`config.mk`:
```
export PLATFORM = sky130hd
export DESIGN_NAME = serial_tx_engine
export DESIGN_NICKNAME = d
export VERILOG_FILES = /design/src/rtl/stx_pkg.sv /design/src/rtl/stx_fifo.sv /design/src/rtl/stx_framer.sv /design/src/rtl/serial_tx_engine.sv
export SDC_FILE = /design/constraint.sdc
export NUM_CORES = 1
export LEC_CHECK = 0
export BUFFER_PORTS_ARGS = -buffer_cell sky130_fd_sc_hd__buf_2
export CORE_ASPECT_RATIO = 0.7
export CORE_MARGIN = 3
export CORE_UTILIZATION = 40
export CTS_BUF_LIST = sky130_fd_sc_hd__clkbuf_16
export CTS_CLUSTER_DIAMETER = 150
export CTS_CLUSTER_SIZE = 16
export DETAILED_ROUTE_END_ITERATION = 8
export HOLD_SLACK_MARGIN = 0.1
export PLACE_DENSITY_LB_ADDON = 0.15
export SETUP_SLACK_MARGIN = 0.2
export SYNTH_ARGS = -nofsm -noshare
export SYNTH_HDL_FRONTEND = slang
export SYNTH_SLANG_ARGS = --single-unit
```
`constraint.sdc`:
```
create_clock -name clk_i -period 6.3 [get_ports clk_i]
set_input_delay 0.63 -clock clk_i [delete_from_list [all_inputs] [get_ports clk_i]]
set_output_delay 0.63 -clock clk_i [all_outputs]
set_load 0.01 [all_outputs]
```
`src/rtl/stx_pkg.sv`:
```
package stx_pkg;

  typedef enum logic [2:0] {
    ST_IDLE  = 3'd0,
    ST_START = 3'd1,
    ST_DATA  = 3'd2,
    ST_PAR   = 3'd3,
    ST_STOP  = 3'd4
  } tx_state_e;

  typedef struct packed {
    logic [1:0] len_code;
    logic       two_stop;
    logic       par_en;
    logic       par_even;
    logic       msb_first;
  } frame_cfg_t;

endpackage

```
`src/rtl/stx_fifo.sv`:
```
module stx_fifo #(
  parameter int DEPTH  = 16,
  parameter int DATA_W = 8
) (
  input  logic              clk_i,
  input  logic              rst_ni,
  input  logic              push_i,
  input  logic [DATA_W-1:0] push_data_i,
  input  logic              pop_i,
  output logic [DATA_W-1:0] head_o,
  output logic [$clog2(DEPTH):0] level_o,
  output logic              full_o,
  output logic              empty_o
);
  localparam int PTR_W = $clog2(DEPTH);
  localparam int CNT_W = PTR_W + 1;

  logic [DATA_W-1:0] mem_q [DEPTH];
  logic [PTR_W-1:0]  wr_ptr_q, rd_ptr_q;
  logic [CNT_W-1:0]  cnt_q;
  logic              do_push, do_pop;

  assign full_o  = (cnt_q == CNT_W'(DEPTH));
  assign empty_o = (cnt_q == '0);
  // full check ignores a same-cycle pop: write to a full buffer is always dropped
  assign do_push = push_i && !full_o;
  assign do_pop  = pop_i && !empty_o;
  assign head_o  = mem_q[rd_ptr_q];
  assign level_o = cnt_q;

  always_ff @(posedge clk_i) begin
    if (do_push) mem_q[wr_ptr_q] <= push_data_i;
  end

  always_ff @(posedge clk_i or negedge rst_ni) begin
    if (!rst_ni) begin
      wr_ptr_q <= '0;
      rd_ptr_q <= '0;
      cnt_q    <= '0;
    end else begin
      if (do_push) wr_ptr_q <= (wr_ptr_q == PTR_W'(DEPTH-1)) ? '0 : wr_ptr_q + 1'b1;
      if (do_pop)  rd_ptr_q <= (rd_ptr_q == PTR_W'(DEPTH-1)) ? '0 : rd_ptr_q + 1'b1;
      case ({do_push, do_pop})
        2'b10:   cnt_q <= cnt_q + 1'b1;
        2'b01:   cnt_q <= cnt_q - 1'b1;
        default: cnt_q <= cnt_q;
      endcase
    end
  end

  a_r2_level_bound: assert property (@(posedge clk_i) disable iff (!rst_ni)
    cnt_q <= CNT_W'(DEPTH));

  a_r2_full_write_dropped: assert property (@(posedge clk_i) disable iff (!rst_ni)
    (push_i && full_o && !pop_i) |=> (cnt_q == CNT_W'(DEPTH)));

endmodule

```
`src/rtl/stx_framer.sv`:
```
module stx_framer
  import stx_pkg::*;
#(
  parameter int DATA_W = 8
) (
  input  logic              clk_i,
  input  logic              rst_ni,
  input  logic              en_i,
  input  logic              tick_i,
  input  frame_cfg_t        cfg_i,
  input  logic              avail_i,
  input  logic [DATA_W-1:0] head_i,
  output logic              pop_o,
  output logic              done_o,
  output tx_state_e         state_o,
  output logic              line_o
);
  localparam int BIT_W    = $clog2(DATA_W);
  localparam int MIN_BITS = DATA_W - 3;

  tx_state_e         state_q;
  frame_cfg_t        cfg_q;
  logic [DATA_W-1:0] word_q;
  logic [BIT_W-1:0]  cnt_q;
  logic              stop2_q;

  logic              adv, finishing, cur_bit, ones, par_bit;
  logic [BIT_W-1:0]  last_idx, sel_idx;
  logic [DATA_W-1:0] used_mask;

  assign adv       = en_i && tick_i;
  assign last_idx  = BIT_W'(MIN_BITS - 1) + BIT_W'(cfg_q.len_code);
  assign finishing = (state_q == ST_STOP) && (!cfg_q.two_stop || stop2_q);

  for (genvar g = 0; g < DATA_W; g++) begin : g_mask
    assign used_mask[g] = (BIT_W'(g) <= last_idx);
  end

  assign sel_idx = cfg_q.msb_first ? (last_idx - cnt_q) : cnt_q;
  assign cur_bit = word_q[sel_idx];
  assign ones    = ^(word_q & used_mask);
  assign par_bit = cfg_q.par_even ? ones : ~ones;

  assign pop_o  = adv && avail_i && ((state_q == ST_IDLE) || finishing);
  assign done_o = adv && finishing;

  always_ff @(posedge clk_i or negedge rst_ni) begin
    if (!rst_ni) begin
      state_q <= ST_IDLE;
      cfg_q   <= '0;
      word_q  <= '0;
      cnt_q   <= '0;
      stop2_q <= 1'b0;
    end else if (adv) begin
      unique case (state_q)
        ST_IDLE: begin
          if (avail_i) begin
            state_q <= ST_START;
            word_q  <= head_i;
            cfg_q   <= cfg_i;
          end
        end
        ST_START: begin
          state_q <= ST_DATA;
          cnt_q   <= '0;
        end
        ST_DATA: begin
          if (cnt_q == last_idx) begin
            state_q <= cfg_q.par_en ? ST_PAR : ST_STOP;
            stop2_q <= 1'b0;
          end else begin
            cnt_q <= cnt_q + 1'b1;
          end
        end
        ST_PAR: begin
          state_q <= ST_STOP;
          stop2_q <= 1'b0;
        end
        ST_STOP: begin
          if (!finishing) begin
            stop2_q <= 1'b1;
          end else if (avail_i) begin
            state_q <= ST_START;
            word_q  <= head_i;
            cfg_q   <= cfg_i;
            stop2_q <= 1'b0;
          end else begin
            state_q <= ST_IDLE;
          end
        end
        default: state_q <= ST_IDLE;
      endcase
    end
  end

  always_comb begin
    unique case (state_q)
      ST_START: line_o = 1'b0;
      ST_DATA:  line_o = cur_bit;
      ST_PAR:   line_o = par_bit;
      default:  line_o = 1'b1;
    endcase
  end

  assign state_o = state_q;

  a_r3_moves_only_on_tick: assert property (@(posedge clk_i) disable iff (!rst_ni)
    !(en_i && tick_i) |=> $stable(state_q));

  a_r3_data_index_bound: assert property (@(posedge clk_i) disable iff (!rst_ni)
    (state_q == ST_DATA) |-> (cnt_q <= last_idx));

  a_r6_parity_only_if_enabled: assert property (@(posedge clk_i) disable iff (!rst_ni)
    (state_q == ST_PAR) |-> cfg_q.par_en);

  a_r7_second_stop_only_if_two: assert property (@(posedge clk_i) disable iff (!rst_ni)
    (state_q == ST_STOP && stop2_q) |-> cfg_q.two_stop);

endmodule

```
`src/rtl/serial_tx_engine.sv`:
```
module serial_tx_engine
  import stx_pkg::*;
#(
  parameter int DEPTH  = 16,
  parameter int DATA_W = 8
) (
  input  logic              clk_i,
  input  logic              rst_ni,
  input  logic              en_i,
  input  logic              wr_i,
  input  logic [DATA_W-1:0] wr_data_i,
  input  logic              baud_tick_i,
  input  logic [1:0]        len_code_i,
  input  logic              two_stop_i,
  input  logic              par_en_i,
  input  logic              par_even_i,
  input  logic              msb_first_i,
  input  logic              active_low_i,
  input  logic              irq_tx_en_i,
  output logic              tx_o,
  output logic [2:0]        state_o,
  output logic [$clog2(DEPTH):0] level_o,
  output logic              ready_o,
  output logic              irq_tx_o
);
  localparam int CNT_W = $clog2(DEPTH) + 1;

  frame_cfg_t        cfg;
  logic [DATA_W-1:0] head;
  logic              full, empty, pop, done, line, wr_ok, pend_q;
  tx_state_e         state;
  logic [CNT_W-1:0]  level;

  assign cfg   = '{len_code: len_code_i, two_stop: two_stop_i, par_en: par_en_i,
                   par_even: par_even_i, msb_first: msb_first_i};
  assign wr_ok = wr_i && en_i && !full;

  stx_fifo #(.DEPTH(DEPTH), .DATA_W(DATA_W)) u_fifo (
    .clk_i       (clk_i),
    .rst_ni      (rst_ni),
    .push_i      (wr_i && en_i),
    .push_data_i (wr_data_i),
    .pop_i       (pop),
    .head_o      (head),
    .level_o     (level),
    .full_o      (full),
    .empty_o     (empty)
  );

  stx_framer #(.DATA_W(DATA_W)) u_framer (
    .clk_i   (clk_i),
    .rst_ni  (rst_ni),
    .en_i    (en_i),
    .tick_i  (baud_tick_i),
    .cfg_i   (cfg),
    .avail_i (!empty),
    .head_i  (head),
    .pop_o   (pop),
    .done_o  (done),
    .state_o (state),
    .line_o  (line)
  );

  // a write acknowledges; it wins over a same-cycle set
  always_ff @(posedge clk_i or negedge rst_ni) begin
    if (!rst_ni)              pend_q <= 1'b0;
    else if (wr_ok)           pend_q <= 1'b0;
    else if (done && empty)   pend_q <= 1'b1;
  end

  assign tx_o     = line ^ active_low_i;
  assign state_o  = state;
  assign level_o  = level;
  assign ready_o  = (state == ST_IDLE);
  assign irq_tx_o = pend_q && irq_tx_en_i;

  a_r8_idle_level: assert property (@(posedge clk_i) disable iff (!rst_ni)
    (state == ST_IDLE) |-> (tx_o == !active_low_i));

  a_r10_pending_only_idle_empty: assert property (@(posedge clk_i) disable iff (!rst_ni)
    pend_q |-> (level == '0 && state == ST_IDLE));

  a_r11_frozen_when_disabled: assert property (@(posedge clk_i) disable iff (!rst_ni)
    !en_i |=> ($stable(level) && $stable(state)));

  a_r12_pop_on_start: assert property (@(posedge clk_i) disable iff (!rst_ni)
    pop |=> (state == ST_START));

endmodule

```
==> results of run 1 <==
routing by layer:
| layer | track usage | part of all wire | vias up | wire [um] |
|---|---|---|---|---|
| met5 | 0 | 0 | - | 0 |
| met4 | 0.05408 | 0.0096 | 0 | 136 |
| met3 | 0.03693 | 0.048 | 12 | 679 |
| met2 | 0.2017 | 0.42 | 97 | 5965 |
| met1 | 0.2651 | 0.52 | 1870 | 7436 |
| li1 | - | - | 1696 | - |
area by class of cell:
type / count / area, um^2
repair buffers: 33 / 170.2
multi-input cells: 219 / 2155
fillers: 1427 / 8847
inverters: 15 / 56.30
flip-flops and latches: 163 / 4721
well taps: 225 / 281.5
clock inverters: 13 / 81.33
clock buffers: 17 / 425.4
critical path, cell delays in order (launching register included):
cell                       delay, ps
sky130_fd_sc_hd__dfrtp_1         470
sky130_fd_sc_hd__ha_1            180
sky130_fd_sc_hd__inv_1            50
sky130_fd_sc_hd__fa_1            460
sky130_fd_sc_hd__mux2i_1         460
sky130_fd_sc_hd__mux2i_1         240
sky130_fd_sc_hd__a22oi_1         120
sky130_fd_sc_hd__a211o_1         310
sky130_fd_sc_hd__o2111a_1        240
sky130_fd_sc_hd__buf_2           140
synth_stat cells, types with 3 or more instances:
cell type,instances,area (um^2)
sky130_fd_sc_hd__dfrtp_1,35,875.8
sky130_fd_sc_hd__mux4_1,4,105.1
sky130_fd_sc_hd__nor2_1,5,18.77
sky130_fd_sc_hd__a21oi_1,10,50.05
sky130_fd_sc_hd__ha_1,12,150.1
sky130_fd_sc_hd__o21ai_0,21,105.1
sky130_fd_sc_hd__mux2i_1,6,60.06
sky130_fd_sc_hd__nand3_1,8,40.04
sky130_fd_sc_hd__a22oi_1,3,22.52
sky130_fd_sc_hd__nor2b_1,3,18.77
sky130_fd_sc_hd__mux4_2,36,810.8
sky130_fd_sc_hd__nand2b_1,3,18.77
sky130_fd_sc_hd__mux2_2,8,90.09
sky130_fd_sc_hd__xnor2_1,7,61.31
sky130_fd_sc_hd__nand2_1,32,120.1
sky130_fd_sc_hd__inv_1,15,56.30
sky130_fd_sc_hd__edfxtp_1,128,3844
sky130_fd_sc_hd__xor2_1,5,43.79
sky130_fd_sc_hd__clkbuf_1,13,48.80
sky130_fd_sc_hd__and2_1,17,106.4
sky130_fd_sc_hd__nor3_1,6,30.03
sequential cells by signal, summed over array words and instances, names as in the netlist:
| signal | flops |
|---|---|
| u_fifo.rd_ptr_q | 4 |
| u_framer.cfg_q | 6 |
| u_fifo.mem_q | 128 |
| u_framer.word_q | 8 |
| u_framer.cnt_q | 3 |
| u_fifo.wr_ptr_q | 4 |
| u_framer.stop2_q | 1 |
| pend_q | 1 |
| u_framer.state_o | 3 |
| u_fifo.level_o | 5 |
cells by family (layout without fill, tap and decap cells):
kind of cell | Yosys count | in the layout | share of synthesized area
xor gates and xnor gates | 13 | 13 | 0.01818
DFF | 163 | 163 | 0.6723
and+or+nand+nor | 85 | 85 | 0.06095
AOI/OAI and AO/OA | 53 | 53 | 0.04883
muxes | 54 | 54 | 0.1518
adders and majority gates | 14 | 14 | 0.02709
buffers and inverters | 33 | 78 | 0.02085
worst paths after layout:
kind / to / startpoint / slack, ps / cells past startpoint
setup / recovery: tx_o / u_framer.cnt_q[0] / 2570 / 9
hold / removal: u_framer.cnt_q[0] / rst_ni / 300 / 1
setup reg to reg: u_fifo.level_o[4] / u_fifo.level_o[1] / 2900 / 11
hold reg to reg: u_framer.cfg_q[3] / u_framer.cfg_q[3] / 470 / 2
max in group asynchronous: u_fifo.rd_ptr_q[0] / rst_ni / 5430 / 1
min in group clk_i: u_framer.cfg_q[3] / two_stop_i / 420 / 3
power groups by stage:
stage,sequential [mW],clock (mW),combinational [mW]
floorplan,1.42,0,0.857
global placement,1.49,0,1.08
detailed placement,1.49,0,1.09
CTS,1.47,0.927,1.09
global route,1.49,0.969,1.19
finish,1.47,0.907,1.08
per-stage QoR:
step	std cells	power (mW)	setup slack, ps
after global placement	655	2.567	2849
after floorplan	415	2.273	3306
after global routing	685	3.653	2353
after detailed placement	655	2.581	2685
after CTS	685	3.491	2525
final	685	3.455	2568
==> qor.txt, run 1 <==
Outcome - completed
Post-synth ARST share - 0.2147
Required @ worst endpoint - 5670 ps
Cell internal pwr - 2.369 mW
Total of buffers placed on input and output ports - 31
CTS root buffer - sky130_fd_sc_hd__clkbuf_16
Vias in the first global route - 3,507
Register bit total from synthesis - 163
Routed WL - 14,220 um
Max-capacitance violation count - 0
Count of nets left with antenna violations after detail routing - 0
Summed instance area of the synthesized netlist - 0.007020 mm^2
Number of antenna violations at the first check in global routing - 0
Average footprint of a synthesized cell - 16.92 um^2
Detailed Route Iter0 Violations - 397
Worst IR Drop VDD - 0.2225 mV
Clock buffers created by TritonCTS - 17
GR Util All Layers - 0.1597
Class of the tightest hold or removal check - in2async
Die Span Y - 116.8 um
Time the worst path needs with I/O delays and setup - 3732 ps
Number of core rows - 39
Highest clock rate - 267.9 MHz
Post-CTS Repair Setup Buffers - 0
Largest net degree at the start of global routing - 38
Average detailed-routed wire length per instance - 20.76 um
Clock network power share - 0.262
Crit path kind - reg2out
Post-Route Setup TNS - 0 ps
Setup-violating endpoint count in the final report - 0
Reported net switching power - 1.086 mW
Leak Pwr - 2.814 nW
Worst max-slew margin expressed relative to the limit - 0.4626
Die area - 0.01920 mm^2
Leading register cell type out of synthesis - sky130_fd_sc_hd__edfxtp_1
Clock net sink count - 163
Total congestion overflow after global routing - 0
Arrival @ worst endpoint - 3100 ps
Critical Path Start Type - flip-flop
Post-synthesis sequential area ratio - 0.6723
Core occupancy in the finished layout - 0.4714
Width of the die - 164.3 um
Critical Path Sink Type - output port
Share of the clock period used by the worst path after layout - 0.5924
Net total in the final layout - 484
Final antenna diode count - 0
Sw Share - 0.3143
Clock latency on the worst-skew pair - 410 ps
I/O pins - 32
Final std cell area, no fill - 0.007890 mm^2
Max-slew violation count - 0
Synth-to-Final Area Change - 12.39%
Core Region - 0.01674 mm^2
DRC errors left - 0
Distinct cells, synth - 48
Worst-path clk slew - 60 ps
Commonest cells after routing, fill and taps aside - sky130_fd_sc_hd__edfxtp_1 (128), sky130_fd_sc_hd__mux4_2 (36), sky130_fd_sc_hd__dfrtp_1 (34)
Wire length of the first global-routing pass - 21,960 um
Share of power burned in registers - 0.425
Worst-margin pin slew - 806.0 ps
Quantity of hold-fixing buffers added after cts - 0
Number of H-tree levels - 4
First drt pass iteration count - 4
Number of synthesized flops with an enable pin - 128
Number of standard cells after synthesis - 415
Yosys warnings - 0
Vias after detailed routing - 3,675
Final Wtd Congestion - 0.8814
Starting density of the core - 0.4195
Avg Vias per Cell - 5.365
Maximum fanout along the worst path - 7
Maximum number of buffers from clock root to sink - 2
Total cell area at the placement stage - 0.007383 mm^2
Relative contribution of combinational cells to total power - 0.312
Net count after synthesis - 450
Commonest non-fill, non-tap cell in the layout - sky130_fd_sc_hd__edfxtp_1
# resized after CTS - 0
Worst hold slack - 300.1 ps
RSZ-0062 raised after global routing - false
Number of hold violations in the final report - 0
Layout cell share with drive strength beyond 1 - 0.2261
DP HPWL - 9524 um
Power per cell area - 437.9 mW/mm^2
Clock skew - 6.066 ps
Clock tree from TritonCTS - done
(Power assumes the default switching activity.)
==> run 2, diff against run 1 <==
==> constraint.sdc (replaced) <==
create_clock -name clk_i -period 3.9 [get_ports clk_i]
set_input_delay 0.39 -clock clk_i [delete_from_list [all_inputs] [get_ports clk_i]]
set_output_delay 0.39 -clock clk_i [all_outputs]
set_load 0.01 [all_outputs]
==> run 2 against run 1 <==
Effect of this change: worst setup slack worse by 2100 ps; worst hold slack worse by 130 ps; sequential power up 65%; sequential cell count unchanged; core utilization up 0.78 points; clock skew up 6.7 ps; power up 68%; first-iteration DRC count down 14%; largest power group unchanged; highest routed layer unchanged.
==> qor.txt, run 2 (same netlist as run 1, synthesis figures left out) <==
Outcome - completed (unchanged)
Width of the die - 164.3 um (unchanged)
Highest clock rate - 293.0 MHz
Critical Path Sink Type - output port (unchanged)
Leak Pwr - 2.837 nW (was 2.814 nW)
Clock latency on the worst-skew pair - 420 ps (was 410 ps)
Number of H-tree levels - 4 (unchanged)
Cell count of the worst reg-to-reg path - 11 (unchanged)
Worst IR Drop VDD - 0.4256 mV (was 0.2225 mV)
Post-CTS Repair Setup Buffers - 0 (unchanged)
Arrival @ worst endpoint - 3020 ps (was 3100 ps)
Vias in the first global route - 3,618 (was 3,507)
Worst-margin pin slew - 809.8 ps (was 806.0 ps)
Crit path kind - reg2out (unchanged)
Clock skew - 12.74 ps (was 6.066 ps)
Critical Path Start Type - flip-flop (unchanged)
Largest net degree at the start of global routing - 36 (was 38)
Core Region - 0.01674 mm^2 (unchanged)
Clock net sink count - 163 (unchanged)
Core occupancy in the finished layout - 0.4792 (was 0.4714)
Maximum number of buffers from clock root to sink - 2 (unchanged)
DRC errors left - 0 (unchanged)
Synth-to-Final Area Change - 14.24% (was 12.39%)
Clock tree from TritonCTS - done (unchanged)
Post-Route Setup TNS - 0 ps (unchanged)
Met1 GRT Util - 0.2617 (was 0.2651)
Most crowded layer after global routing - met1 (unchanged)
Met2 layer usage reported by global route - 0.2080 (was 0.2017)
Clock buffers created by TritonCTS - 17 (unchanged)
Count of placed standard cells including taps - 656 (was 655)
First drt pass iteration count - 4 (unchanged)
Crit. Startpoint - u_framer.cnt_q[0] (unchanged)
Average detailed-routed wire length per instance - 20.43 um (was 20.76 um)
Number of core rows - 39 (unchanged)
Hold path start - msb_first_i
I/O pins - 32 (unchanged)
Max-slew violation count - 0 (unchanged)
Setup-violating endpoint count in the final report - 0 (unchanged)
Worst-path clk slew - 60 ps (about the same)
Net total in the final layout - 486 (was 484)
Worst max-slew margin expressed relative to the limit - 0.4601 (was 0.4626)
Die area - 0.01920 mm^2 (unchanged)
Detailed Route Iter0 Violations - 340 (was 397)
DP HPWL - 9491 um (was 9524 um)
Commonest cells after routing, fill and taps aside - sky130_fd_sc_hd__edfxtp_1 (128), sky130_fd_sc_hd__mux4_2 (36), sky130_fd_sc_hd__dfrtp_1 (34) (unchanged)
Layout filler cell count - 1,400 (was 1,427)
RSZ-0062 raised after global routing - false (unchanged)
Class of the tightest hold or removal check - in2reg (was in2async)
Met3 track utilization from global routing - 0.03728 (was 0.03693)
Required @ worst endpoint - 3510 ps (was 5670 ps)
Area taken by flip-flops and latches - 0.004721 mm^2 (unchanged)
CTS root buffer - sky130_fd_sc_hd__clkbuf_16 (unchanged)
Max FFs per register - 128 (unchanged)
Area of the multi-input gates - 0.002158 mm^2 (was 0.002155 mm^2)
Share of the clock period used by the worst path after layout - 0.8752
Die Span Y - 116.8 um (unchanged)
Final Wtd Congestion - 0.8212 (was 0.8814)
Cell depth of the worst hold path - 3
Maximum fanout along the worst path - 7 (unchanged)
Total of buffers placed on input and output ports - 31 (unchanged)
Layout Cells excl Fill - 689 (was 685)
Vias after detailed routing - 3,705 (was 3,675)
GR Util All Layers - 0.1592 (was 0.1597)
Number of antenna violations at the first check in global routing - 0 (unchanged)
Starting density of the core - 0.4195 (unchanged)
Wire length of the first global-routing pass - 21,990 um (was 21,960 um)
Largest registers - u_fifo.mem_q (128), u_framer.word_q (8), u_framer.cfg_q (6) (unchanged)
Max-capacitance violation count - 0 (unchanged)
Power per cell area - 724.9 mW/mm^2 (was 437.9 mW/mm^2)
Total congestion overflow after global routing - 0 (unchanged)
Time the worst path needs with I/O delays and setup - 3413 ps
Count of nets left with antenna violations after detail routing - 0 (unchanged)
Routed WL - 14,080 um (was 14,220 um)
Avg Vias per Cell - 5.377 (was 5.365)
Source of the worst register-to-register timing path - u_fifo.level_o[1] (unchanged)
Number of hold violations in the final report - 0 (unchanged)
Final antenna diode count - 0 (unchanged)
Register ranked first by flip-flop count - u_fifo.mem_q (unchanged)
Layout cell share with drive strength beyond 1 - 0.2392 (was 0.2261)
Commonest non-fill, non-tap cell in the layout - sky130_fd_sc_hd__edfxtp_1 (unchanged)
[run 2: cell types whose count changed in the layout (fill, tap and decap cells not counted)]
| cell | before | now |
|---|---|---|
| sky130_fd_sc_hd__buf_12 | 0 | 2 |
| sky130_fd_sc_hd__inv_6 | 0 | 2 |
| sky130_fd_sc_hd__dlygate4sd3_1 | 0 | 1 |
| sky130_fd_sc_hd__clkinv_2 | 5 | 1 |
| sky130_fd_sc_hd__bufinv_16 | 1 | 3 |
| sky130_fd_sc_hd__inv_1 | 19 | 16 |
| sky130_fd_sc_hd__clkinvlp_4 | 0 | 5 |
| sky130_fd_sc_hd__mux2i_1 | 6 | 5 |
| sky130_fd_sc_hd__buf_4 | 2 | 1 |
| sky130_fd_sc_hd__mux2i_2 | 0 | 1 |
[run 2: per-layer routing]
layer | part of all wire | vias up
li1 | - | 1702
met1 | 0.52 | 1904
met2 | 0.42 | 88
met3 | 0.055 | 11
met4 | 0.0089 | 0
met5 | 0 | -
[run 2: repair_timing]
item	in CTS	in global routing
hold buffers	1	0
hold endpoints to repair	35	0
endpoints found under the setup margin	0	1
resized for setup	0	1
[run 2: final timing paths]
path | slack, ps | end
worst max-delay path | 490 | tx_o
worst min-delay path | 170 | u_framer.cfg_q[0]
worst max register to register | 910 | u_fifo.level_o[4]
worst min register to register | 470 | u_framer.cfg_q[3]
max in group asynchronous | 2730 | u_fifo.rd_ptr_q[0]
min in group asynchronous | 590 | u_framer.cnt_q[2]
[run 2: layout make-up]
| cell class | count | area share |
|---|---|---|
| Clock buffer | 17 | 0.05304 |
| Clock inverter | 15 | 0.02059 |
| Inverter | 15 | 0.007020 |
| Multi-Input combinational cell | 219 | 0.2691 |
| Sequential cell | 163 | 0.5886 |
| Tap cell | 225 | 0.03510 |
| Timing Repair Buffer | 35 | 0.02652 |
[run 2: worst max-delay path: stages, from the launching register on]
cell                       delay, ps
sky130_fd_sc_hd__dfrtp_1         460
sky130_fd_sc_hd__ha_1            180
sky130_fd_sc_hd__inv_1            50
sky130_fd_sc_hd__fa_1            480
sky130_fd_sc_hd__mux2i_2         370
sky130_fd_sc_hd__mux2i_1         240
sky130_fd_sc_hd__a22oi_1         130
sky130_fd_sc_hd__a211o_1         310
sky130_fd_sc_hd__o2111a_1        240
sky130_fd_sc_hd__buf_2           130
[run 2: stage by stage]
step	power [mW]	cell area [um^2]	hold WS, ps	setup slack, ps
4_1_cts	5.859	8016	158.5	354.3
6_report	5.814	8020	168.7	486.7
2_1_floorplan	3.672	7020	94.41	1087
3_3_place_gp	4.171	7416	454.5	910.0
3_5_place_dp	4.201	7416	456.9	823.1
5_1_grt	6.161	8020	184.3	280.6
[run 2: report_power, final]
group | switching (mW) | internal, mW
Sequential | 0.330 | 2.10
Combinational | 0.810 | 0.907
Clock | 0.664 | 0.999
